==> config.mk <==
export PLATFORM = sky130hd
export DESIGN_NAME = drift_emu_pipe
export DESIGN_NICKNAME = d
export VERILOG_FILES = /design/src/rtl/drift_pkg.sv /design/src/rtl/drift_log.sv /design/src/rtl/drift_exp.sv /design/src/rtl/drift_nu_src.sv /design/src/rtl/drift_emu_pipe.sv
export SDC_FILE = /design/constraint.sdc
export NUM_CORES = 2
export LEC_CHECK = 0
export BUFFER_PORTS_ARGS = -buffer_cell sky130_fd_sc_hd__buf_2
export CAP_MARGIN = 20
export CORE_AREA = 2 2 352 354
export CTS_CLUSTER_DIAMETER = 80
export DETAILED_ROUTE_END_ITERATION = 7
export DIE_AREA = 0 0 354 356
export HOLD_SLACK_MARGIN = 0.05
export PLACE_DENSITY = 0.95
export SLEW_MARGIN = 20
export SYNTH_ARGS = -nofsm -noshare
export SYNTH_HDL_FRONTEND = slang
export SYNTH_SLANG_ARGS = --single-unit
==> constraint.sdc <==
create_clock -name clk -period 32.1 [get_ports clk]
set_input_delay 0 -clock clk [delete_from_list [all_inputs] [get_ports clk]]
set_output_delay 0 -clock clk [all_outputs]
set_load 0.005 [all_outputs]
==> src/rtl/drift_pkg.sv <==
package drift_pkg;
  // Fractional bits of the internal log / exponent values
  localparam int  LN_FRAC   = 16;
  localparam real LN2_REAL  = 0.6931471805599453;
  localparam int  LN2_Q     = $rtoi(LN2_REAL * (2.0 ** LN_FRAC) + 0.5);
  localparam int  INV_LN2_Q = $rtoi((1.0 / LN2_REAL) * (2.0 ** LN_FRAC) + 0.5);
endpackage

==> src/rtl/drift_log.sv <==
// Natural log of an unsigned fixed-point ratio: octave from the leading one,
// fine part from a generated table on the bits below it (midpoint entries).
module drift_log
  import drift_pkg::*;
#(
  parameter int RW  = 32,
  parameter int RF  = 16,
  parameter int LB  = 6,
  parameter int LNW = 32
) (
  input  logic [RW-1:0]         ratio,
  output logic signed [LNW-1:0] ln_val
);
  localparam int LN = 1 << LB;
  localparam int PW = $clog2(RW);

  logic [LN_FRAC-1:0] lut [LN];
  for (genvar i = 0; i < LN; i++) begin : g_lut
    assign lut[i] = LN_FRAC'($rtoi($ln(1.0 + (real'(i) + 0.5) / real'(LN))
                                   * (2.0 ** LN_FRAC) + 0.5));
  end

  logic [PW-1:0] msb;
  logic [RW-1:0] norm;
  logic [LB-1:0] idx;

  always_comb begin
    msb = '0;
    for (int b = 0; b < RW; b++) begin
      if (ratio[b]) msb = PW'(b);
    end
    norm   = ratio << (PW'(RW - 1) - msb);
    idx    = LB'(norm >> (RW - 1 - LB));
    ln_val = $signed(LNW'((int'(msb) - RF) * LN2_Q)) + $signed(LNW'({1'b0, lut[idx]}));
  end
endmodule

==> src/rtl/drift_exp.sv <==
// Scales a conductance by 2^z (z already multiplied by 1/ln2), saturating.
module drift_exp
  import drift_pkg::*;
#(
  parameter int GW = 24,
  parameter int ZW = 48,
  parameter int LB = 6
) (
  input  logic [GW-1:0]        g_in,
  input  logic signed [ZW-1:0] z,
  output logic [GW-1:0]        g_out
);
  localparam int LN  = 1 << LB;
  localparam int MW  = LN_FRAC + 2;
  localparam int PW  = GW + MW;
  localparam int WW  = PW + GW + 1;
  localparam int SHW = $clog2(GW + 1);
  localparam int NSW = $clog2(PW + LN_FRAC + 2);
  localparam logic [GW-1:0] GMAX = '1;

  logic [MW-1:0] lut [LN];
  for (genvar i = 0; i < LN; i++) begin : g_lut
    assign lut[i] = MW'($rtoi((2.0 ** ((real'(i) + 0.5) / real'(LN)))
                              * (2.0 ** LN_FRAC) + 0.5));
  end

  logic signed [ZW-1:0] k, nk;
  logic [LB-1:0]        idx;
  logic [PW-1:0]        prod;
  logic [WW-1:0]        wide;

  always_comb begin
    k     = z >>> LN_FRAC;
    nk    = -k;
    idx   = z[LN_FRAC-1 -: LB];
    prod  = PW'(g_in) * PW'(lut[idx]);
    wide  = '0;
    g_out = '0;
    if (!k[ZW-1] && (k > ZW'(GW))) begin
      g_out = (prod != '0) ? GMAX : '0;
    end else if (!k[ZW-1]) begin
      wide = (WW'(prod) << k[SHW-1:0]) >> LN_FRAC;
      g_out = (wide > WW'(GMAX)) ? GMAX : wide[GW-1:0];
    end else if (nk <= ZW'(PW)) begin
      g_out = GW'(prod >> (NSW'(LN_FRAC) + nk[NSW-1:0]));
    end
  end
endmodule

==> src/rtl/drift_nu_src.sv <==
// Approximate Gaussian exponent source: sum of uniform LFSR words,
// centred, scaled by sigma, offset by the mean, clamped to the format.
module drift_nu_src #(
  parameter int NW     = 16,
  parameter int N_UNIF = 12
) (
  input  logic                 clk,
  input  logic                 rst_n,
  input  logic                 draw,
  input  logic signed [NW-1:0] mean,
  input  logic signed [NW-1:0] sigma,
  output logic signed [NW-1:0] nu_out
);
  localparam int UW     = 16;
  localparam int SUMW   = UW + $clog2(N_UNIF + 1);
  localparam int GSW    = SUMW + 1;
  localparam int PRW    = NW + GSW;
  localparam int CENTER = N_UNIF * (2 ** (UW - 1));
  localparam logic [UW-1:0] TAPS = 16'hD008;
  localparam logic signed [PRW-1:0] PMAX = PRW'(2 ** (NW - 1) - 1);
  localparam logic signed [PRW-1:0] PMIN = -PMAX - PRW'(1);

  logic [UW-1:0] lfsr [N_UNIF];

  always_ff @(posedge clk or negedge rst_n) begin
    if (!rst_n) begin
      for (int i = 0; i < N_UNIF; i++) lfsr[i] <= UW'(i * 40503 + 12345) | UW'(1);
    end else begin
      for (int i = 0; i < N_UNIF; i++) lfsr[i] <= {lfsr[i][UW-2:0], ^(lfsr[i] & TAPS)};
    end
  end

  logic [SUMW-1:0]       sum;
  logic signed [GSW-1:0] gauss;
  logic signed [PRW-1:0] scaled, total;
  logic signed [NW-1:0]  nu_next;

  always_comb begin
    sum = '0;
    for (int i = 0; i < N_UNIF; i++) sum = sum + SUMW'(lfsr[i]);
    gauss  = $signed({1'b0, sum}) - GSW'(CENTER);
    scaled = (PRW'(sigma) * PRW'(gauss)) >>> UW;
    total  = scaled + PRW'(mean);
    if (total > PMAX)      nu_next = PMAX[NW-1:0];
    else if (total < PMIN) nu_next = PMIN[NW-1:0];
    else                   nu_next = total[NW-1:0];
  end

  always_ff @(posedge clk or negedge rst_n) begin
    if (!rst_n)    nu_out <= '0;
    else if (draw) nu_out <= nu_next;
  end
endmodule

==> src/rtl/drift_emu_pipe.sv <==
// Five-stage drift pipeline: capture, log, exponent product, base change,
// exponential scaling. The whole pipe advances together under back-pressure.
module drift_emu_pipe
  import drift_pkg::*;
#(
  parameter int G_W      = 24,
  parameter int R_W      = 32,
  parameter int R_FRAC   = 16,
  parameter int NU_W     = 16,
  parameter int NU_FRAC  = 12,
  parameter int LUT_BITS = 6,
  parameter int N_UNIF   = 12
) (
  input  logic                   clk,
  input  logic                   rst_n,
  input  logic                   in_valid,
  output logic                   in_ready,
  input  logic [G_W-1:0]         in_g0,
  input  logic signed [NU_W-1:0] in_nu,
  input  logic [R_W-1:0]         in_ratio,
  output logic                   out_valid,
  input  logic                   out_ready,
  output logic [G_W-1:0]         out_g,
  input  logic signed [NU_W-1:0] cfg_nu_mean,
  input  logic signed [NU_W-1:0] cfg_nu_sigma,
  input  logic                   draw,
  output logic signed [NU_W-1:0] nu_draw
);
  localparam int LN_W = 32;
  localparam int Y_W  = 48;
  localparam logic [R_W-1:0] RATIO_ONE = R_W'(1) << R_FRAC;

  logic adv;
  assign adv      = out_ready || !out_valid;
  assign in_ready = adv;

  // stage valids
  logic v1, v2, v3, v4;
  always_ff @(posedge clk or negedge rst_n) begin
    if (!rst_n) begin
      {v1, v2, v3, v4, out_valid} <= '0;
    end else if (adv) begin
      v1        <= in_valid;
      v2        <= v1;
      v3        <= v2;
      v4        <= v3;
      out_valid <= v4;
    end
  end

  // stage data
  logic [G_W-1:0]          g1, g2, g3, g4;
  logic                    byp1, byp2, byp3, byp4;
  logic signed [NU_W-1:0]  nu1, nu2;
  logic [R_W-1:0]          r1;
  logic signed [LN_W-1:0]  ln_c, ln2_q;
  logic signed [Y_W-1:0]   y3, z4;
  logic signed [Y_W-1:0]   nu_x, ln_x, nuln, z_full;
  logic [G_W-1:0]          g_exp;

  drift_log #(.RW(R_W), .RF(R_FRAC), .LB(LUT_BITS), .LNW(LN_W)) u_log (
    .ratio (r1),
    .ln_val(ln_c)
  );

  assign nu_x   = Y_W'(nu2);
  assign ln_x   = Y_W'(ln2_q);
  assign nuln   = nu_x * ln_x;
  assign z_full = y3 * Y_W'(INV_LN2_Q);

  drift_exp #(.GW(G_W), .ZW(Y_W), .LB(LUT_BITS)) u_exp (
    .g_in (g4),
    .z    (z4),
    .g_out(g_exp)
  );

  always_ff @(posedge clk) begin
    if (adv) begin
      g1    <= in_g0;
      nu1   <= in_nu;
      r1    <= in_ratio;
      byp1  <= (in_ratio <= RATIO_ONE);
      g2    <= g1;
      nu2   <= nu1;
      byp2  <= byp1;
      ln2_q <= ln_c;
      g3    <= g2;
      byp3  <= byp2;
      y3    <= (-nuln) >>> NU_FRAC;
      g4    <= g3;
      byp4  <= byp3;
      z4    <= z_full >>> LN_FRAC;
    end
  end

  always_ff @(posedge clk or negedge rst_n) begin
    if (!rst_n)   out_g <= '0;
    else if (adv) out_g <= byp4 ? g4 : g_exp;
  end

  drift_nu_src #(.NW(NU_W), .N_UNIF(N_UNIF)) u_nu (
    .clk   (clk),
    .rst_n (rst_n),
    .draw  (draw),
    .mean  (cfg_nu_mean),
    .sigma (cfg_nu_sigma),
    .nu_out(nu_draw)
  );
endmodule

==> results.cfg <==
[synthesis]
synth.most_common_cell = inv_1
synth_common_cells = inv_1, fa_1, nand2_1
ys_warn_count = 0
synth_area_um2 = 84000
synth_edf_count = 254
avgSynthCellArea_um2 = 9.44
ys_seq_area_share_pct = 16.3
synth_nets = 11200
synthCells = 8896
yosysTopAreaCell = fa_1
async_reset_ff_share_pct = 48.3
ys_ff_latch = 491
synthFlopType = edfxtp_1
ys_top_cells_by_area = fa_1, ha_1, edfxtp_1, inv_1, nand2_1
yosysUniqueCellTypes = 101
synth_top_area_share_pct = 35.4

[global_route]
grt_start_max_net_pins = 151
grt_usage_pct = 43.3
grt_pass1_wl_um = 422000
grt.overflow.total = 0
grt_pass1_vias = 76900
antenna_found_initial = 14

[floorplanning]
initial_utilization_pct = 68.5
ios = 151
die_x_um = 354
core_um2 = 123000
die_h_um = 356
die_area_um2 = 126000
rows = 129

[critical_path]
arrival_ns = 18.67
slowest_delay_ns = 1.01
cp_max_fo = 22
endpoint_kind = register
cpMostUsedCell = fa_1
crit_required_ns = 32.67
cp_slowest_cell = fa_1
r2r_cells = 61
crit_type = reg2reg
startpoint_type = register

[run_status]
failed_checks = design-rule violations
status = finished, violations left

[timing]
period_share_pct = 56.4
finalHoldViolations = 0
fmax_mhz = 55.3
final-setup-viol-count = 0
rsz0062_at_grt = no
clock_skew_ns = 0.0866
relSlewSlack_pct = 11.3
worst_pin_slew_ns = 1.33
drv_slew = 0
tns_ns = 0
min_period_ns = 18.10

[job]
maxCapViolations = 0

[clocking]
cts_resized = 0
cts_tree = done
clk_path_buf_depth = 3
cts_buffers = 59
ctsHtreeMaxLevel = 2
cts_setup_buffers = 0
root_buffer = clkbuf_16
postCtsHoldBufs = 167
clock-sinks = 491
clkTransAtPathRegs_ns = 0.07
clock_latency_ns = 0.73

[final_layout]
fillCellCount = 7429
drive_gt1_share_pct = 6.30
layout.cells.non_filler = 10700
final_nets = 11300
area.growth.synth_to_final_pct = 7.11

[hold_path]
min_path_type = in2reg
holdPathStages = 2

[detailed_routing]
finalWirelength_um = 271000
drt_first_pass_iters = 8
drc = 5
drt-initial-drc-count = 9342
routedWlPerCell_um = 25.4
vias_per_cell = 6.57
ant_nets = 0
via_count = 70100

[place]
finalWeightedCongestion = 0.992
portBuffers = 150
place_hpwl_um = 187000
dp_cells = 10400
-- kinds of logic after synthesis --
group | after synthesis | share of synthesized area, %
compound gates | 1243 | 9.68
xor+xnor | 237 | 2.47
fa+ha+maj | 2208 | 46.2
buf+inv | 2205 | 9.91
flops | 491 | 16.3
mux | 128 | 1.80
simple gates | 2384 | 13.7
-- sequential cells by signal (all words and copies together), names as in the netlist, 24 cells and up --
signal,cells
g1,24
g2,24
r1,32
y3,36
g3,24
g4,24
out_g,24
ln2_q,32
u_nu.lfsr,192
-- final timing paths --
kind	to	slack, ns	from
worst max-delay path	u_nu.nu_out[9]	14.00	u_nu.lfsr[176]
worst min-delay path	r1[28]	0.05	in_ratio[28]
worst max register to register	u_nu.nu_out[9]	14.00	u_nu.lfsr[176]
worst min register to register	u_nu.lfsr[17]	0.30	u_nu.lfsr[16]
max in group asynchronous	u_nu.lfsr[173]	30.23	rst_n
min in group asynchronous	u_nu.lfsr[99]	0.10	rst_n
-- routing by layer --
metal,GRT usage (%),vias up,routed length [um]
li1,-,28200,-
met1,49.0,33800,86300
met2,69.6,5756,125000
met3,12.0,2312,31700
met4,34.4,18,27800
met5,0.491,-,214
-- cell type report --
class | instances | area [um2] | area share (%)
clock inverters | 36 | 389 | 0.432
multi-input cells | 6200 | 62200 | 69.1
flip-flops and latches | 491 | 13700 | 15.2
well taps | 1637 | 2050 | 2.28
repair buffers | 400 | 3140 | 3.49
clock buffers | 76 | 1660 | 1.85
diodes | 7 | 17.5 | 0.0195
inverters | 1818 | 6830 | 7.59
-- cell usage in the layout (no fill, tap or decap), drive strengths merged, types with 24 or more instances in the layout --
| cell | n |
|---|---|
| dfrtp | 138 |
| dlygate4sd3 | 166 |
| o22ai | 25 |
| a21o | 84 |
| nand2b | 59 |
| xor2 | 71 |
| nand4 | 30 |
| clkbuf | 76 |
| o31ai | 26 |
| nor3 | 93 |
| o21bai | 28 |
| nand2 | 926 |
| nor4 | 33 |
| o21a | 43 |
| nand3 | 92 |
| ha | 721 |
| mux2i | 82 |
| mux2 | 31 |
| o21ai | 272 |
| xnor2 | 166 |
| nor2b | 109 |
| a31oi | 36 |
| dfstp | 99 |
| nand3b | 24 |
| buf | 234 |
| fa | 1487 |
| a21oi | 340 |
| and2 | 543 |
| edfxtp | 254 |
| nor2 | 394 |
| a211oi | 67 |
| inv | 1831 |
| o211ai | 79 |
-- metrics by stage --
| stage | cell area [um2] | setup slack [ns] | hold WS [ns] | util (%) |
|---|---|---|---|---|
| final | 90000 | 14.00 | 0.0513 | 73.4 |
| after global routing | 90000 | 13.45 | 0.0609 | 73.3 |
| after CTS | 89900 | 14.55 | 0.0518 | 73.3 |
| after detailed placement | 86100 | 15.39 | 0.0270 | 70.2 |
| after global placement | 86100 | 15.97 | 0.0191 | 70.2 |
| after floorplan | 84000 | 17.05 | -0.296 | - |
-- critical path: cells and delay by family, from the launching register on --
family | cells | cell delay, ns
and+or+nand+nor | 11 | 1.62
buffers and inverters | 8 | 1.66
adders and majority gates | 16 | 7.88
AOI/OAI and AO/OA | 23 | 5.85
xor gates and xnor gates | 3 | 0.49
DFF | 1 | 0.53
Power is not shown: default switching activity piles up to over one toggle a cycle in this logic, so the estimate is an artifact.
